## src/rtl/lnk_pkg.sv

```systemverilog
package lnk_pkg;

  typedef enum logic {
    LNK_DIR_RX = 1'b0,
    LNK_DIR_TX = 1'b1
  } lnk_dir_e;

  typedef struct packed {
    logic     en;
    lnk_dir_e dir;
    logic     wide;
  } lnk_cfg_t;

endpackage

```

## src/rtl/lnk_size_dec.sv

```systemverilog
module lnk_size_dec #(
  parameter int unsigned WIDE_BYTES   = 6,
  parameter int unsigned NARROW_BYTES = 4,
  parameter int unsigned CNT_W        = $clog2(WIDE_BYTES + 1)
) (
  input  logic             wide,
  output logic [CNT_W-1:0] nbytes
);

  generate
    if (WIDE_BYTES == NARROW_BYTES) begin : g_fixed
      logic unused_sel;
      assign unused_sel = wide;
      assign nbytes     = CNT_W'(WIDE_BYTES);
    end else begin : g_select
      assign nbytes = wide ? CNT_W'(WIDE_BYTES) : CNT_W'(NARROW_BYTES);
    end
  endgenerate

endmodule

```

## src/rtl/lnk_tx.sv

```systemverilog
module lnk_tx #(
  parameter int unsigned BYTE_W     = 8,
  parameter int unsigned WIDE_BYTES = 6,
  parameter int unsigned CNT_W      = $clog2(WIDE_BYTES + 1),
  localparam int unsigned WORD_W    = BYTE_W * WIDE_BYTES
) (
  input  logic              clk,
  input  logic              rst_n,
  input  logic              act,
  input  logic [CNT_W-1:0]  nbytes,
  input  logic [WORD_W-1:0] wdata,
  input  logic              wvalid,
  output logic              wready,
  input  logic              ack,
  output logic [BYTE_W-1:0] ld_data,
  output logic              ld_stb,
  output logic              busy
);

  logic [WORD_W-1:0] hold_q, hold_d, sh_q, sh_d;
  logic              hold_vld_q, hold_vld_d;
  logic [CNT_W-1:0]  rem_q, rem_d;
  logic              gap_q, gap_d;
  logic [BYTE_W-1:0] dat_q, dat_d;
  logic              stb_q, stb_d;
  logic              accept, start, hold_en, sh_en;

  // next state
  always_comb begin
    wready = act && !hold_vld_q;
    accept = wvalid && wready;
    start  = act && hold_vld_q && (rem_q == '0) && !gap_q && ack;

    hold_en    = accept;
    hold_d     = wdata;
    hold_vld_d = hold_vld_q;
    if (accept)     hold_vld_d = 1'b1;
    else if (start) hold_vld_d = 1'b0;

    sh_en = 1'b0;
    sh_d  = sh_q;
    dat_d = dat_q;
    rem_d = rem_q;
    gap_d = 1'b0;
    stb_d = 1'b0;
    if (!act) begin
      rem_d = '0;
    end else if (start) begin
      sh_en = 1'b1;
      sh_d  = hold_q >> BYTE_W;
      dat_d = hold_q[BYTE_W-1:0];
      rem_d = nbytes - 1'b1;
      gap_d = (nbytes == CNT_W'(1));
      stb_d = 1'b1;
    end else if (rem_q != '0) begin
      sh_en = 1'b1;
      sh_d  = sh_q >> BYTE_W;
      dat_d = sh_q[BYTE_W-1:0];
      rem_d = rem_q - 1'b1;
      gap_d = (rem_q == CNT_W'(1));
      stb_d = 1'b1;
    end
  end

  // registers
  always_ff @(posedge clk or negedge rst_n) begin
    if (!rst_n) begin
      hold_q     <= '0;
      hold_vld_q <= 1'b0;
      sh_q       <= '0;
      dat_q      <= '0;
      rem_q      <= '0;
      gap_q      <= 1'b0;
      stb_q      <= 1'b0;
    end else begin
      if (hold_en) hold_q <= hold_d;
      hold_vld_q <= hold_vld_d;
      if (sh_en) begin
        sh_q  <= sh_d;
        dat_q <= dat_d;
      end
      rem_q <= rem_d;
      gap_q <= gap_d;
      stb_q <= stb_d;
    end
  end

  assign ld_data = dat_q;
  assign ld_stb  = stb_q;
  assign busy    = (rem_q != '0);

endmodule

```

## src/rtl/lnk_rx.sv

```systemverilog
module lnk_rx #(
  parameter int unsigned BYTE_W     = 8,
  parameter int unsigned WIDE_BYTES = 6,
  parameter int unsigned CNT_W      = $clog2(WIDE_BYTES + 1),
  localparam int unsigned WORD_W    = BYTE_W * WIDE_BYTES
) (
  input  logic              clk,
  input  logic              rst_n,
  input  logic              act,
  input  logic [CNT_W-1:0]  nbytes,
  input  logic [BYTE_W-1:0] ld_data,
  input  logic              ld_stb,
  output logic              ack,
  output logic [WORD_W-1:0] rdata,
  output logic              rvalid,
  input  logic              rready
);

  logic [WORD_W-1:0] asm_q, asm_d, asm_new, hold_q, hold_d;
  logic [CNT_W-1:0]  idx_q, idx_d;
  logic              full_q, full_d, hold_vld_q, hold_vld_d;
  logic              take, done, pop, hold_free, hold_en;

  // next state
  always_comb begin
    take      = act && ld_stb && !full_q;
    done      = take && (idx_q == nbytes - 1'b1);
    pop       = hold_vld_q && rready;
    hold_free = !hold_vld_q || pop;

    asm_new = (idx_q == '0) ? '0 : asm_q;
    asm_new[idx_q*BYTE_W +: BYTE_W] = ld_data;
    asm_d   = take ? asm_new : asm_q;

    if (!act)      idx_d = '0;
    else if (done) idx_d = '0;
    else if (take) idx_d = idx_q + 1'b1;
    else           idx_d = idx_q;

    hold_en    = 1'b0;
    hold_d     = hold_q;
    hold_vld_d = hold_vld_q;
    full_d     = full_q;
    if (full_q && pop) begin
      hold_en    = 1'b1;
      hold_d     = asm_q;
      hold_vld_d = 1'b1;
      full_d     = 1'b0;
    end else if (done && hold_free) begin
      hold_en    = 1'b1;
      hold_d     = asm_new;
      hold_vld_d = 1'b1;
    end else if (done) begin
      full_d = 1'b1;
    end else if (pop) begin
      hold_vld_d = 1'b0;
    end
  end

  // registers
  always_ff @(posedge clk or negedge rst_n) begin
    if (!rst_n) begin
      asm_q      <= '0;
      idx_q      <= '0;
      full_q     <= 1'b0;
      hold_q     <= '0;
      hold_vld_q <= 1'b0;
    end else begin
      if (take) asm_q <= asm_d;
      idx_q      <= idx_d;
      full_q     <= full_d;
      if (hold_en) hold_q <= hold_d;
      hold_vld_q <= hold_vld_d;
    end
  end

  assign ack    = act && !full_q;
  assign rdata  = hold_q;
  assign rvalid = hold_vld_q;

endmodule

```

## src/rtl/lnk_byte_port.sv

```systemverilog
module lnk_byte_port
  import lnk_pkg::*;
#(
  parameter int unsigned BYTE_W       = 8,
  parameter int unsigned WIDE_BYTES   = 6,
  parameter int unsigned NARROW_BYTES = 4
) (
  input  logic                         clk,
  input  logic                         rst_n,
  input  logic                         cfg_en,
  input  logic                         cfg_tx,
  input  logic                         cfg_wide,
  input  logic [BYTE_W*WIDE_BYTES-1:0] tx_wdata,
  input  logic                         tx_wvalid,
  output logic                         tx_wready,
  output logic [BYTE_W*WIDE_BYTES-1:0] rx_wdata,
  output logic                         rx_wvalid,
  input  logic                         rx_wready,
  output logic [BYTE_W-1:0]            lk_dout,
  output logic                         lk_stb_out,
  input  logic                         lk_ack_in,
  input  logic [BYTE_W-1:0]            lk_din,
  input  logic                         lk_stb_in,
  output logic                         lk_ack_out
);

  localparam int unsigned WORD_W = BYTE_W * WIDE_BYTES;
  localparam int unsigned CNT_W  = $clog2(WIDE_BYTES + 1);

  // reset: asynchronous assert, synchronous release
  logic [1:0] rst_sync_q;
  logic       rst_n_s;
  always_ff @(posedge clk or negedge rst_n) begin
    if (!rst_n) rst_sync_q <= 2'b00;
    else        rst_sync_q <= {rst_sync_q[0], 1'b1};
  end
  assign rst_n_s = rst_sync_q[1];

  lnk_cfg_t         cfg;
  logic             tx_act, rx_act, tx_busy;
  logic [CNT_W-1:0] nbytes;

  assign cfg    = '{en: cfg_en, dir: lnk_dir_e'(cfg_tx), wide: cfg_wide};
  assign tx_act = cfg.en && (cfg.dir == LNK_DIR_TX);
  assign rx_act = cfg.en && (cfg.dir == LNK_DIR_RX);

  lnk_size_dec #(
    .WIDE_BYTES  (WIDE_BYTES),
    .NARROW_BYTES(NARROW_BYTES),
    .CNT_W       (CNT_W)
  ) u_size (
    .wide  (cfg.wide),
    .nbytes(nbytes)
  );

  lnk_tx #(
    .BYTE_W    (BYTE_W),
    .WIDE_BYTES(WIDE_BYTES),
    .CNT_W     (CNT_W)
  ) u_tx (
    .clk    (clk),
    .rst_n  (rst_n_s),
    .act    (tx_act),
    .nbytes (nbytes),
    .wdata  (tx_wdata),
    .wvalid (tx_wvalid),
    .wready (tx_wready),
    .ack    (lk_ack_in),
    .ld_data(lk_dout),
    .ld_stb (lk_stb_out),
    .busy   (tx_busy)
  );

  lnk_rx #(
    .BYTE_W    (BYTE_W),
    .WIDE_BYTES(WIDE_BYTES),
    .CNT_W     (CNT_W)
  ) u_rx (
    .clk    (clk),
    .rst_n  (rst_n_s),
    .act    (rx_act),
    .nbytes (nbytes),
    .ld_data(lk_din),
    .ld_stb (lk_stb_in),
    .ack    (lk_ack_out),
    .rdata  (rx_wdata),
    .rvalid (rx_wvalid),
    .rready (rx_wready)
  );

endmodule

```

## config.mk

```make
export PLATFORM = sky130hd
export DESIGN_NAME = lnk_byte_port
export DESIGN_NICKNAME = d
export VERILOG_FILES = /design/src/rtl/lnk_pkg.sv /design/src/rtl/lnk_size_dec.sv /design/src/rtl/lnk_tx.sv /design/src/rtl/lnk_rx.sv /design/src/rtl/lnk_byte_port.sv
export SDC_FILE = /design/constraint.sdc
export NUM_CORES = 1
export LEC_CHECK = 0
export CORE_MARGIN = 3
export CORE_UTILIZATION = 25
export CTS_BUF_LIST = sky130_fd_sc_hd__clkbuf_4
export DETAILED_ROUTE_END_ITERATION = 12
export SLEW_MARGIN = 15
export SYNTH_ARGS = -nofsm -noshare
export SYNTH_HDL_FRONTEND = slang
export SYNTH_SLANG_ARGS = --single-unit
```

## constraint.sdc

```tcl
create_clock -name clk -period 5.7 [get_ports clk]
set_clock_uncertainty 0.1 [all_clocks]
set_input_delay 1.71 -clock clk [delete_from_list [all_inputs] [get_ports clk]]
set_output_delay 1.71 -clock clk [all_outputs]
set_load 0.01 [all_outputs]
```

==> results <==
- After detailed routing, the number of remaining DRC violations is 0.
- The final cycle utilization of the critical path is 0.912.
- The source of the critical timing path is cfg_tx.
- The count of pins on the block boundary is 125.
- For the pin with the worst max-slew slack, the measured transition is 1.06 ns.
- The final net count is 1030.
- After synthesis the netlist holds a flip-flop and latch count of 205.
- Derived from the worst setup path, the maximum achievable clock frequency is 192 MHz.
- The number of clock buffers added by TritonCTS is 55.
- The worst hold-check path type is flop to async pin.
- The total number of clock tree sinks is 205.
- The detailed-placement wirelength estimate is 16.5 mm.
- Of the total power, the clock network draws 0.320.
- The die is 199 µm tall.
- The worst path meets setup with 0.503 ns of slack.
- The logic gate share of total power is 0.192.
- For this run, global-route usage on met1 was measured as 0.180.
- The max-slew headroom at the worst pin is 0.292.
- For the worst setup path, the data required time is 3.89 ns.
- TritonCTS built the clock tree.
- The most used flip-flop cell after synthesis is dfrtp_1.
- Before CTS, the worst setup slack after placement is 0.496 ns.
- For this run, the share of the core covered by cells in the final layout is 0.321.
- The layout has 3747 filler cells.
- Dividing the detail-routed via count by the number of cells gives 4.72.
- The switching share of power is 0.288.
- The unique cell type count in the Yosys netlist is 56.
- The overall routed net length is 26.2 mm.
- The layer flagged by global routing as most heavily used is met2.
- The library cell with the largest summed area after synthesis is dfrtp_1.
- The average cell area after synthesis is 11.4 µm².
- The adder and majority gate portion of the synthesized area is 0.0134.
- The detail route stage leaves a number of antenna-violating nets equal to 0.
- The via count of the first global-routing pass is 6956.
- Data on the critical path arrives at its endpoint at 3.39 ns.
- The clock network latency to the later pin of the worst-skew pair is 0.70 ns.
- Setup violations remaining at the end of the flow were counted as 0.
- The slowest stage cell on the critical path is clkdlybuf4s50_1.
- The post-synthesis instance total is 820.
- The wire length per cell after detailed routing is 17.8 µm.
- The cell sitting at the root of the clock tree is a clkbuf_4.
- The count of input and output buffers is 124.
- The overall die width is 199 µm.
- The fraction of the mapped netlist area in compound gates is 0.152.
- The cell that appears most often on the critical path is clkdlybuf4s50_1.
- The fraction of the mapped netlist area in simple logic gates is 0.102.
- Cell internal power was estimated by the tool at 2.98 mW.
- On the worst path, the slowest cell contributes a delay of 0.61 ns.
- The initial antenna violation count is 1.
- The global-route wire length before repair is 40.1 mm.
- Of the cells placed in the final design, the portion with a size suffix greater than 1 is 0.201.
- The number of setup buffers added after CTS is 0.
- The met2 track utilization from global routing is 0.204.
- The signal on the critical path passes through clkdlybuf4s50_1, nand2_1, nor2_1, clkdlybuf4s50_1.
- The switching power of the nets is 1.21 mW.
- The total count of hold-check failures in the final report is 0.
- Compared with the post-synthesis result, the final layout area differs by 26.6%.
- The share of synthesized area spent on multiplexers is 0.147.
- The number of hold buffers added after CTS was 0.
- The share of synthesized area in the top cell type comes to 0.551.
- The run finished with clean final reports.
- The maximum number of pins on one net before global-route repair is 103.
- Post-CTS repair changed the size of 0 cells.
- The total stage count of the critical path is 4.
- The number of pins exceeding their max-slew limit in the final report is 0.
- When the netlist entered floorplanning its net count stood at 895.
- The remaining global-route overflow is 0.
- Following the worst setup path forward leads to its endpoint at tx_wready.
- The type of the worst setup path is input port to output pin.
- For this run, the total global-route usage over all layers was measured as 0.130.
- The number of cells on the worst reg-to-reg path is 8.
- The register-to-register setup slack is 2.25 ns.
- The worst voltage drop across the vdd grid is 129 µV.
- The total via count in the routed design is 6941.
- In this run the critical register-to-register path is captured at u_rx.rdata[36].
- The area enclosed by the die boundary is 39600 µm².
- The setup total negative slack is 0 ns.
- The final period demand of the worst path is 5.20 ns.
- The area inside the core boundary is 36700 µm².
- Of the total power, registers draw 0.488.
- The sequential fraction of the synthesis area is 0.551.
- The fraction of synthesized cell area in xor and xnor cells is 0.00188.
- Counting flops with a built-in enable in the synthesized netlist gives 0.
- The main combinational cell family by area after synthesis is compound AO/OA/AOI/OAI gates.
- The total iterations of the first detailed-routing run is 5.
- Along the worst path, the maximum fanout reaches 5.
- The initial utilization of the core area, before any placement, comes to 0.254.
- No sink is reached through more buffers than the 3 on the longest clock path.
- The number of buffers and inverters on the critical path is 2.
- The sort of element at the start of the critical path is an input port.
- The launching point of the worst reg2reg path is u_rx.idx_q[0].
- The site row count is 70.
- The async set or reset register ratio after synthesis is 1.00.
- The tool flagged a number of max-cap violations equal to 0.
- The count of warnings emitted by yosys is 0.
- Ranked by total cell area, the synthesized netlist is headed by dfrtp_1 (55%), mux2_2 (8.3%), mux2i_1 (5.1%).
- Summing every instance area after synthesis gives 9310 µm².
- For met3 alone, demand over resource in global routing was 0.0315.
- After clock tree synthesis, the clock-pin slew on the worst setup and hold paths is 0.08 ns.
- The hold slack is 0.178 ns.
- The cell family contributing the most delay on the critical path is buffers and inverters.
- The critical path endpoint category is an output pin.
- For this design the ratio of total power to cell area is 355 nW/µm².
- The detailed router's first-iteration violation count is 403.
- The global placement routability congestion is 0.762.
- Setup repair after global routing left no endpoint under its margin.
- The H-tree was split into 2 levels.
- The reported leakage power is 4.88 nW.
-- state kept, by name, indices dropped and copies added (netlist names) --
register	count
u_rx.rvalid	1
u_tx.hold_q	48
u_tx.ld_stb	1
u_rx.rdata	48
rst_sync_q	2
u_tx.hold_vld_q	1
u_tx.gap_q	1
u_rx.idx_q	3
u_rx.asm_q	48
u_tx.sh_q	40
u_tx.rem_q	3
u_rx.full_q	1
u_tx.ld_data	8
-- metal layers --
layer | vias to the layer above | routed length, µm
met5 | - | 0
met4 | 0 | 307
li1 | 3271 | -
met1 | 3445 | 12300
met3 | 27 | 1460
met2 | 198 | 12100
-- cells by family after synthesis --
family                     Yosys count
adders and majority gates           10
xor gates and xnor gates             2
other                                1
muxes                              124
DFF                                205
AOI/OAI and AO/OA                  203
and+or+nand+nor                    203
buffers and inverters               72
-- cell usage after synthesis (2+ instances only) --
| cell | count |
|---|---|
| o22ai_1 | 2 |
| nor3_1 | 4 |
| mux2_4 | 8 |
| and4b_1 | 2 |
| a32oi_1 | 18 |
| a22oi_1 | 8 |
| a21oi_1 | 79 |
| o211ai_1 | 20 |
| nor2_1 | 89 |
| nand2b_1 | 11 |
| o21ai_0 | 19 |
| nor4bb_1 | 2 |
| inv_1 | 7 |
| nand2_1 | 57 |
| mux2_2 | 69 |
| a21o_1 | 6 |
| mux2i_1 | 47 |
| buf_6 | 2 |
| nand3_1 | 3 |
| nor2b_1 | 17 |
| a2bb2oi_1 | 2 |
| buf_2 | 18 |
| a221o_1 | 32 |
| nand4b_1 | 6 |
| buf_1 | 5 |
| clkbuf_1 | 37 |
| dfrtp_1 | 205 |
| a22o_1 | 8 |
| ha_1 | 10 |
-- area by class of cell --
cell class	count	area [µm²]	area share
clock inverter	13	51.3	0.00435
tap	468	586	0.0497
inverter	9	33.8	0.00287
clock buffer	90	676	0.0573
antenna	1	2.50	0.000212
multi-input combinational	543	3900	0.331
sequential	205	5130	0.435
timing repair buffer	141	1410	0.119
-- through the flow --
stage / cells / cell area (µm²) / power, mW
floorplan: 820 / 9320 / 2.58
global placement: 1366 / 11100 / 2.85
detailed placement: 1366 / 11100 / 2.89
CTS: 1469 / 11800 / 4.27
global route: 1470 / 11800 / 4.47
finish: 1470 / 11800 / 4.19
-- power by group through the flow --
stage | registers [mW] | clock network, mW | logic (mW)
5_1_grt | 2.09 | 1.48 | 0.902
6_report | 2.04 | 1.34 | 0.805
3_5_place_dp | 2.07 | 0 | 0.815
3_3_place_gp | 2.06 | 0 | 0.796
4_1_cts | 2.05 | 1.40 | 0.823
2_1_floorplan | 2.04 | 0 | 0.548
-- layout by cell type (no fill, tap or decap), types with 14 or more instances in the layout --
cell type and n:
nor2b_1 17, o21ai_0 19, a221o_1 32, nor2_1 88, clkdlybuf4s50_1 124, a32oi_1 18, a21oi_1 79, buf_4 14
dfrtp_1 204, mux2i_1 47, nand2_1 56, clkbuf_4 90, mux2_2 69, o211ai_1 20
-- how the worst min path moves through the flow --
stage,startpoint,end,cells past startpoint
after global routing,rst_sync_q[1],u_rx.asm_q[27],0
after floorplan,rst_sync_q[0],rst_sync_q[1],0
after global placement,rst_sync_q[1],u_rx.rdata[4],0
after detailed placement,rst_sync_q[1],u_rx.asm_q[0],0
final,rst_sync_q[1],u_rx.asm_q[3],0
after CTS,rst_sync_q[1],u_rx.asm_q[0],0
Note: power is estimated with default switching activity, not from simulation.
